### src/rtl/colDetPkg.sv
package colDetPkg;

  // Captured access pair, handed from the capture datapath to the classifier.
  typedef struct packed {
    logic leftEn;
    logic leftWr;
    logic rightEn;
    logic rightWr;
    logic addrEq;
  } accSnap_t;

  // Per-port hit strobes, handed from the classifier to the flag delay lines.
  typedef struct packed {
    logic hitLeft;
    logic hitRight;
  } colStrobe_t;

endpackage

### src/rtl/colCapture.sv
module colCapture #(
  parameter int ADDR_W = 18
) (
  input  logic                clk,
  input  logic                rstN,
  input  logic                leftSelLoN,
  input  logic                leftSelHi,
  input  logic                leftWriteN,
  input  logic [ADDR_W-1:0]   leftAddr,
  input  logic                rightSelLoN,
  input  logic                rightSelHi,
  input  logic                rightWriteN,
  input  logic [ADDR_W-1:0]   rightAddr,
  output colDetPkg::accSnap_t snap
);

  logic              leftEnQ, leftWrQ, rightEnQ, rightWrQ;
  logic [ADDR_W-1:0] leftAddrQ, rightAddrQ;

  always_ff @(posedge clk or negedge rstN) begin
    if (!rstN) begin
      leftEnQ    <= 1'b0;
      leftWrQ    <= 1'b0;
      leftAddrQ  <= '0;
      rightEnQ   <= 1'b0;
      rightWrQ   <= 1'b0;
      rightAddrQ <= '0;
    end else begin
      leftEnQ    <= !leftSelLoN && leftSelHi;
      leftWrQ    <= !leftWriteN;
      leftAddrQ  <= leftAddr;
      rightEnQ   <= !rightSelLoN && rightSelHi;
      rightWrQ   <= !rightWriteN;
      rightAddrQ <= rightAddr;
    end
  end

  always_comb begin
    snap.leftEn  = leftEnQ;
    snap.leftWr  = leftWrQ;
    snap.rightEn = rightEnQ;
    snap.rightWr = rightWrQ;
    snap.addrEq  = (leftAddrQ == rightAddrQ);
  end

endmodule

### src/rtl/colClassify.sv
module colClassify (
  input  colDetPkg::accSnap_t   snap,
  output colDetPkg::colStrobe_t strb
);

  logic sameWord;

  always_comb begin
    sameWord      = snap.leftEn && snap.rightEn && snap.addrEq;
    // A port is endangered whenever the opposite port writes the shared word.
    strb.hitLeft  = sameWord && snap.rightWr;
    strb.hitRight = sameWord && snap.leftWr;
  end

endmodule

### src/rtl/colDelay.sv
module colDelay #(
  parameter int LEFT_DLY  = 2,
  parameter int RIGHT_DLY = 2
) (
  input  logic                  clk,
  input  logic                  rstN,
  input  colDetPkg::colStrobe_t strb,
  output logic                  leftColN,
  output logic                  rightColN
);

  logic [1:0] hitVec;
  logic [1:0] flagN;

  assign hitVec    = {strb.hitRight, strb.hitLeft};
  assign leftColN  = flagN[0];
  assign rightColN = flagN[1];

  for (genvar p = 0; p < 2; p++) begin : g_port
    localparam int DEPTH = (p == 0) ? LEFT_DLY : RIGHT_DLY;
    logic [DEPTH-1:0] pipe;

    if (DEPTH == 1) begin : g_single
      always_ff @(posedge clk or negedge rstN) begin
        if (!rstN) pipe <= '0;
        else       pipe <= hitVec[p];
      end
    end else begin : g_multi
      always_ff @(posedge clk or negedge rstN) begin
        if (!rstN) pipe <= '0;
        else       pipe <= {pipe[DEPTH-2:0], hitVec[p]};
      end
    end

    assign flagN[p] = ~pipe[DEPTH-1];
  end

endmodule

### src/rtl/colDetector.sv
module colDetector #(
  parameter int ADDR_W     = 18,
  parameter int REGION     = 1,
  parameter bit LEAD_RIGHT = 1'b0
) (
  input  logic              clk,
  input  logic              rstN,
  input  logic              leftSelLoN,
  input  logic              leftSelHi,
  input  logic              leftWriteN,
  input  logic [ADDR_W-1:0] leftAddr,
  input  logic              rightSelLoN,
  input  logic              rightSelHi,
  input  logic              rightWriteN,
  input  logic [ADDR_W-1:0] rightAddr,
  output logic              leftColN,
  output logic              rightColN
);

  // Latencies count edges after the capture edge; capture itself adds the first.
  localparam int LEAD_LAT  = (REGION == 2) ? 3 : 2;
  localparam int TRAIL_LAT = 2;
  localparam int LEFT_DLY  = (LEAD_RIGHT ? TRAIL_LAT : LEAD_LAT);
  localparam int RIGHT_DLY = (LEAD_RIGHT ? LEAD_LAT : TRAIL_LAT);

  colDetPkg::accSnap_t   snap;
  colDetPkg::colStrobe_t strb;

  colCapture #(.ADDR_W(ADDR_W)) u_capture (
    .clk        (clk),
    .rstN       (rstN),
    .leftSelLoN (leftSelLoN),
    .leftSelHi  (leftSelHi),
    .leftWriteN (leftWriteN),
    .leftAddr   (leftAddr),
    .rightSelLoN(rightSelLoN),
    .rightSelHi (rightSelHi),
    .rightWriteN(rightWriteN),
    .rightAddr  (rightAddr),
    .snap       (snap)
  );

  colClassify u_classify (
    .snap(snap),
    .strb(strb)
  );

  colDelay #(.LEFT_DLY(LEFT_DLY), .RIGHT_DLY(RIGHT_DLY)) u_delay (
    .clk      (clk),
    .rstN     (rstN),
    .strb     (strb),
    .leftColN (leftColN),
    .rightColN(rightColN)
  );

endmodule

### config.mk
export PLATFORM = sky130hd
export DESIGN_NAME = colDetector
export DESIGN_NICKNAME = d
export VERILOG_FILES = /design/src/rtl/colDetPkg.sv /design/src/rtl/colCapture.sv /design/src/rtl/colClassify.sv /design/src/rtl/colDelay.sv /design/src/rtl/colDetector.sv
export SDC_FILE = /design/constraint.sdc
export NUM_CORES = 1
export LEC_CHECK = 0
export CAP_MARGIN = 30
export CORE_MARGIN = 1.5
export CORE_UTILIZATION = 35
export CTS_BUF_LIST = sky130_fd_sc_hd__clkbuf_4
export CTS_CLUSTER_SIZE = 40
export DETAILED_ROUTE_END_ITERATION = 10
export GPL_TIMING_DRIVEN = 1
export PLACE_DENSITY = 0.71
export RECOVER_POWER = 100
export SLEW_MARGIN = 10
export SYNTH_ARGS = -nofsm -noshare
export SYNTH_HDL_FRONTEND = slang
export SYNTH_SLANG_ARGS = --single-unit
### constraint.sdc
create_clock -name clk -period 1.4 [get_ports clk]
set_input_delay 0.42 -clock clk [delete_from_list [all_inputs] [get_ports clk]]
set_output_delay 0.42 -clock clk [all_outputs]
set_load 0.005 [all_outputs]
; ---- Word-level counts from Yosys, hierarchy flattened
; Cells that the tools add are included.
[totals]
reg_bits = 44
out_inout_bits = 2
word_cells = 21
input_bits = 44
[op_classes]
n_bitwise = 2
eq_ne = 1
reduce_logical = 10
[ops]
columns = operator, count
row1 = equality test 18 bit, 1
row2 = logical AND 1 bit, 6
row3 = logical NOT 1 bit, 4
row4 = NOT 1 bit, 2

; ---- Depth between registers and ports, before layout
[logic_depth]
word_depth = 3
depth_mapped = 4
depth_no_buf = 4

; ---- Cells and area by module
; A second synthesis with hierarchy kept.
[hier_totals]
hier_cells = 80
area_unflattened_um2 = 1376.3
[modules_own_cells]
columns = mod, instances, seq_area_each_um2, cells_each, area_each_um2
row1 = colCapture, 1, 1001.0, 72, 1251.2
row2 = colDelay, 1, 100.1, 6, 107.6
row3 = colClassify, 1, 0.0, 2, 17.5

; ---- Least setup slack after synthesis
; No wires, ideal clock.
[synth_timing]
path_type = reg-to-reg
from = register u_capture.rightAddrQ[0]
to = register u_delay.g_port[0].pipe[0]
arrival_time_ns = 0.996
setup_ns = 0.067
n_path_buf = 0
slack_ns = 0.337
stages_incl_launch_ff = 5
period_less_slack_ns = 1.063
required_ns = 1.333
cell_sequence = dfrtp_1 xnor2_1 nand3_1 nor4_2 and3_1
[synth_lines]
columns = item, line
row1 = "start, declared", colCapture.sv:18  ; logic [ADDR_W-1:0] leftAddrQ, rightAddrQ;
row2 = "start signal, assigned", colCapture.sv:34  ; rightAddrQ <= rightAddr;
row3 = "end signal, assigned", colDelay.sv:31  ; else pipe <= {pipe[DEPTH-2:0], hitVec[p]};
row4 = "end, declared", colDelay.sv:21  ; logic [DEPTH-1:0] pipe;

; ---- Worst setup path in the final report
[layout_timing]
from = register u_delay.g_port[1].pipe[1]
to = output rightColN
[layout_between]
elab_chain_cells = 1
[layout_rtl]
columns = item, line
row1 = "start, declared", colDelay.sv:21
row2 = "start signal, assigned", colDelay.sv:31
row3 = NOT 1 bit, colDelay.sv:35  ; assign flagN[p] = ~pipe[DEPTH-1];
row4 = "end, declared", colDetector.sv:17  ; output logic rightColN
; Every way passes these cells.

==> results by stage <==
Critical path:
- The kind of start point of the critical path is a flop.
- For the worst setup path, the data required time is 0.98 ns.
- In this run the worst setup path terminates at rightColN.
- The path depth of the worst reg2reg path is 4.
- In this run the critical register-to-register path is launched from u_capture.rightAddrQ[16]$_DFF_PN0_.
- The source of the critical timing path is u_delay.g_port[1].pipe[1]$_DFF_PN0_.
- In this run the critical register-to-register path is captured at u_delay.g_port[0].pipe[0]$_DFF_PN0_.
- The type of the setup path with the least slack is reg2out.
- The arrival time reported for the critical path endpoint is 0.87 ns.
- The highest fanout seen on the critical path is 1.
- For flop-to-flop paths, the worst setup slack is 0.19 ns.
- The kind of capture point of the worst setup path is a primary output.

GRT:
- The first global-routing pass estimated ~3.5 mm of wire.
- The total overflow left after global routing is 0.
- The number of global-route vias before repair is 800.
- The initial antenna violation count is 0.
- The pin count of the biggest net entering global routing is 45.
- The global-route usage over all layers is 0.1217.

Clock tree:
- The count of hold buffers inserted by post-cts repair is 0.
- The clock passes through at most 2 buffers.
- The clock root buffer is sky130_fd_sc_hd__clkbuf_4.
- The H-tree generated during clock tree synthesis spans 2 levels.
- After clock tree synthesis, the clock-pin slew on the worst setup and hold paths is around 0.12 ns.
- The clock latency at the later pin of the worst-skew pair is 0.34 ns.
- The number of setup buffers added after CTS is 0.
- The number of clock buffers added by TritonCTS is 5.
- The CTS tree is built.
- The number of clock sinks seen by CTS is 44.
- Once the clock tree was built, the resizer swapped 8 gates to a different size.

Pwr:
- The power share of the sequential group is 0.597.
- The switching share of total power is 0.1979.
- The clock power share is 0.327.
- The maximum vdd drop is 0.6284 mV.
- The power density of the placed cells is 1178 nW/um^2.
- The switching power of the nets is 448.5 uW.
- The internal portion of the total power is 1818 uW.
- The share of total power dissipated in combinational logic is 0.076.
- The leakage power total is a little over 0.0008 uW.

Layout:
- The number of filler instances in the final layout is 339.
- The finished cells cover between 1500 and 2000 um^2.
- The diode insertion count for antenna repair is 0.
- The share of cells above drive strength 1 is 0.08397.
- Leaving out fill and tap cells, the most frequent cells in the layout are 44 x sky130_fd_sc_hd__dfrtp_1, 40 x sky130_fd_sc_hd__dlygate4sd3_1, 15 x sky130_fd_sc_hd__xnor2_1.
- The number of nets in the layout is around 170.
- The area growth from synthesis to layout is 43.07%.
- The commonest non-fill, non-tap cell in the layout is sky130_fd_sc_hd__dfrtp_1.

Die:
- The floorplan step set the die width to 64.99 um.
- The initialized floorplan defines 22 standard-cell rows.
- The die outline height is 64.99 um.
- The floorplan step defined a die boundary enclosing around 4200 um^2.
- After floorplanning, the core was sized to cover 3689 um^2.
- The initial core utilization is 0.3647.
- The number of I/O pins is 46.

Timing:
- The remaining max-slew budget at the tightest pin is 0.3416.
- Setup repair after global routing left no endpoint under its margin.
- At the pin with the least slew margin, the transition time is 0.9875 ns.
- The number of hold-slack violations in the final timing report is 0.
- The clock arrives with 0.004663 ns of skew.
- The final total negative setup slack is 0 ns.
- In the finished design, the share of the clock period the worst path needs comes to 0.9206.
- The total of endpoints with negative setup slack in the final report is 0.
- The max-slew violation count is 0.
- The shortest clock period the worst path allows after layout is between 1 and 1.5 ns.
- The achievable clock frequency is between 0.7 and 0.8 GHz.

Detailed routing:
- The final wirelength is 1.970 mm.
- The total number of vias is between 700 and 800.
- The average detailed-routed wire length per instance is 11.01 um.
- The length of the first detailed-routing pass in iterations is 3.
- For this run, design rule violations remaining after detail routing come to 0.
- In this run the remaining antenna-violating nets after routing total 0.
- Dividing the detail-routed via count by the number of cells gives 4.173.
- The starting DRC count in detailed routing is 42.

Place:
- Routability-driven placement finished with a final weighted congestion of 0.7036.
- The total placed instance area is 1871 um^2.
- The number of port buffers is 45.

Logic synthesis:
- The number of distinct standard cells referenced by the synthesized netlist is 11.
- Summing every instance area after synthesis gives 1345 um^2.
- By area the synthesized netlist is led by sky130_fd_sc_hd__dfrtp_1 82%, sky130_fd_sc_hd__xnor2_1 9.8%, sky130_fd_sc_hd__xor2_1 2.0%.
- The average instance area after synthesis is 17.47 um^2.
- After technology mapping, the gate count stands at 77.
- Of the post-synthesis cell area, the dominant cell type holds 0.8186.
- In this run, synthesis produced a sequential element count of 44.
- The number of nets in the synthesized netlist is 121.
- During synthesis, Yosys emitted a total of 0 warnings.
- The part of the Yosys area used for sequential elements is 0.8186.
- The leading area contributor after synthesis is sky130_fd_sc_hd__dfrtp_1.

Flow run:
- The tool flagged a number of max-cap violations equal to 0.

Hold path:
- The tightest min-delay check is of the in2async type.

Run status:
- The run finished with clean final reports.
[worst max-delay path, cell delays in order, from the launching register on]
cell,delay (ns)
sky130_fd_sc_hd__dfrtp_1,0.38
sky130_fd_sc_hd__inv_1,0.04
sky130_fd_sc_hd__buf_2,0.10
[stage by stage]
stage,hold WS [ns],std cells,setup WS [ns],power [uW],utilization
2_1_floorplan,0.1244,77,0.3370,1424,-
3_3_place_gp,0.3323,171,0.1161,1576,0.5071
3_5_place_dp,0.3426,171,0.1000,1585,0.5071
4_1_cts,0.02397,179,0.07581,2349,0.5261
5_1_grt,0.3741,179,0.02245,2417,0.5217
6_report,0.3140,179,0.1112,2266,0.5217
[sequential cells by signal, indices dropped and copies added (netlist names)]
register              count
u_capture.rightEnQ        1
u_capture.rightWrQ        1
u_capture.leftEnQ         1
u_capture.leftWrQ         1
u_capture.leftAddrQ      18
u_delay.g_port.pipe       4
u_capture.rightAddrQ     18
[synth_stat cells]
| cell type | count |
|---|---|
| sky130_fd_sc_hd__inv_1 | 4 |
| sky130_fd_sc_hd__nand4_1 | 3 |
| sky130_fd_sc_hd__xnor2_1 | 15 |
| sky130_fd_sc_hd__nand2_1 | 1 |
| sky130_fd_sc_hd__nand3_1 | 1 |
| sky130_fd_sc_hd__nor4_1 | 1 |
| sky130_fd_sc_hd__nor4_2 | 1 |
| sky130_fd_sc_hd__and3_1 | 2 |
| sky130_fd_sc_hd__dfrtp_1 | 44 |
| sky130_fd_sc_hd__nor2b_1 | 2 |
| sky130_fd_sc_hd__xor2_1 | 3 |
[power groups by stage]
stage | clock network, uW | logic (uW) | registers, uW
detailed placement | 0 | 206 | 1380
finish | 741 | 172 | 1350
global placement | 0 | 200 | 1380
CTS | 787 | 207 | 1350
floorplan | 0 | 49.6 | 1370
global route | 865 | 194 | 1360
[cells by family (layout without fill, tap and decap cells)]
| group | count (synthesis) | in the layout | share of synthesized area |
|---|---|---|---|
| xor+xnor | 18 | 18 | 0.1172 |
| buf+inv | 4 | 58 | 0.01116 |
| flops | 44 | 44 | 0.8186 |
| simple gates | 11 | 11 | 0.05302 |
[worst min-delay path by stage]
| stage | slack [ns] | cells after the start | startpoint | endpoint |
|---|---|---|---|---|
| floorplan | 0.12 | 0 | rstN | u_capture.leftAddrQ[0]$_DFF_PN0_ |
| global placement | 0.33 | 0 | u_delay.g_port[0].pipe[0]$_DFF_PN0_ | u_delay.g_port[0].pipe[1]$_DFF_PN0_ |
| detailed placement | 0.34 | 0 | u_delay.g_port[1].pipe[0]$_DFF_PN0_ | u_delay.g_port[1].pipe[1]$_DFF_PN0_ |
| CTS | 0.02 | 2 | rstN | u_capture.rightAddrQ[11]$_DFF_PN0_ |
| global route | 0.37 | 2 | rstN | u_capture.rightWrQ$_DFF_PN0_ |
| finish | 0.31 | 2 | rstN | u_capture.leftAddrQ[14]$_DFF_PN0_ |
[layout make-up]
class,count,area (um^2),area share
Timing Repair Buffer,46,439.2,0.2282
Tap cell,48,60.06,0.03121
Inverter,4,15.01,0.007802
Multi-Input combinational cell,29,229.0,0.1190
Sequential cell,44,1101,0.5722
Clock buffer,5,37.54,0.01951
Clock inverter,3,42.54,0.02211
[per-layer routing]
| metal | routed length (um) | vias to the layer above | track usage |
|---|---|---|---|
| met2 | 1101 | 33 | 0.2062 |
| met4 | 61 | 0 | 0.07979 |
| met3 | 184 | 6 | 0.06424 |
| li1 | - | 347 | - |
| met5 | 0 | - | 0 |
| met1 | 622 | 361 | 0.1124 |
Note: power is estimated with default switching activity, not from simulation.
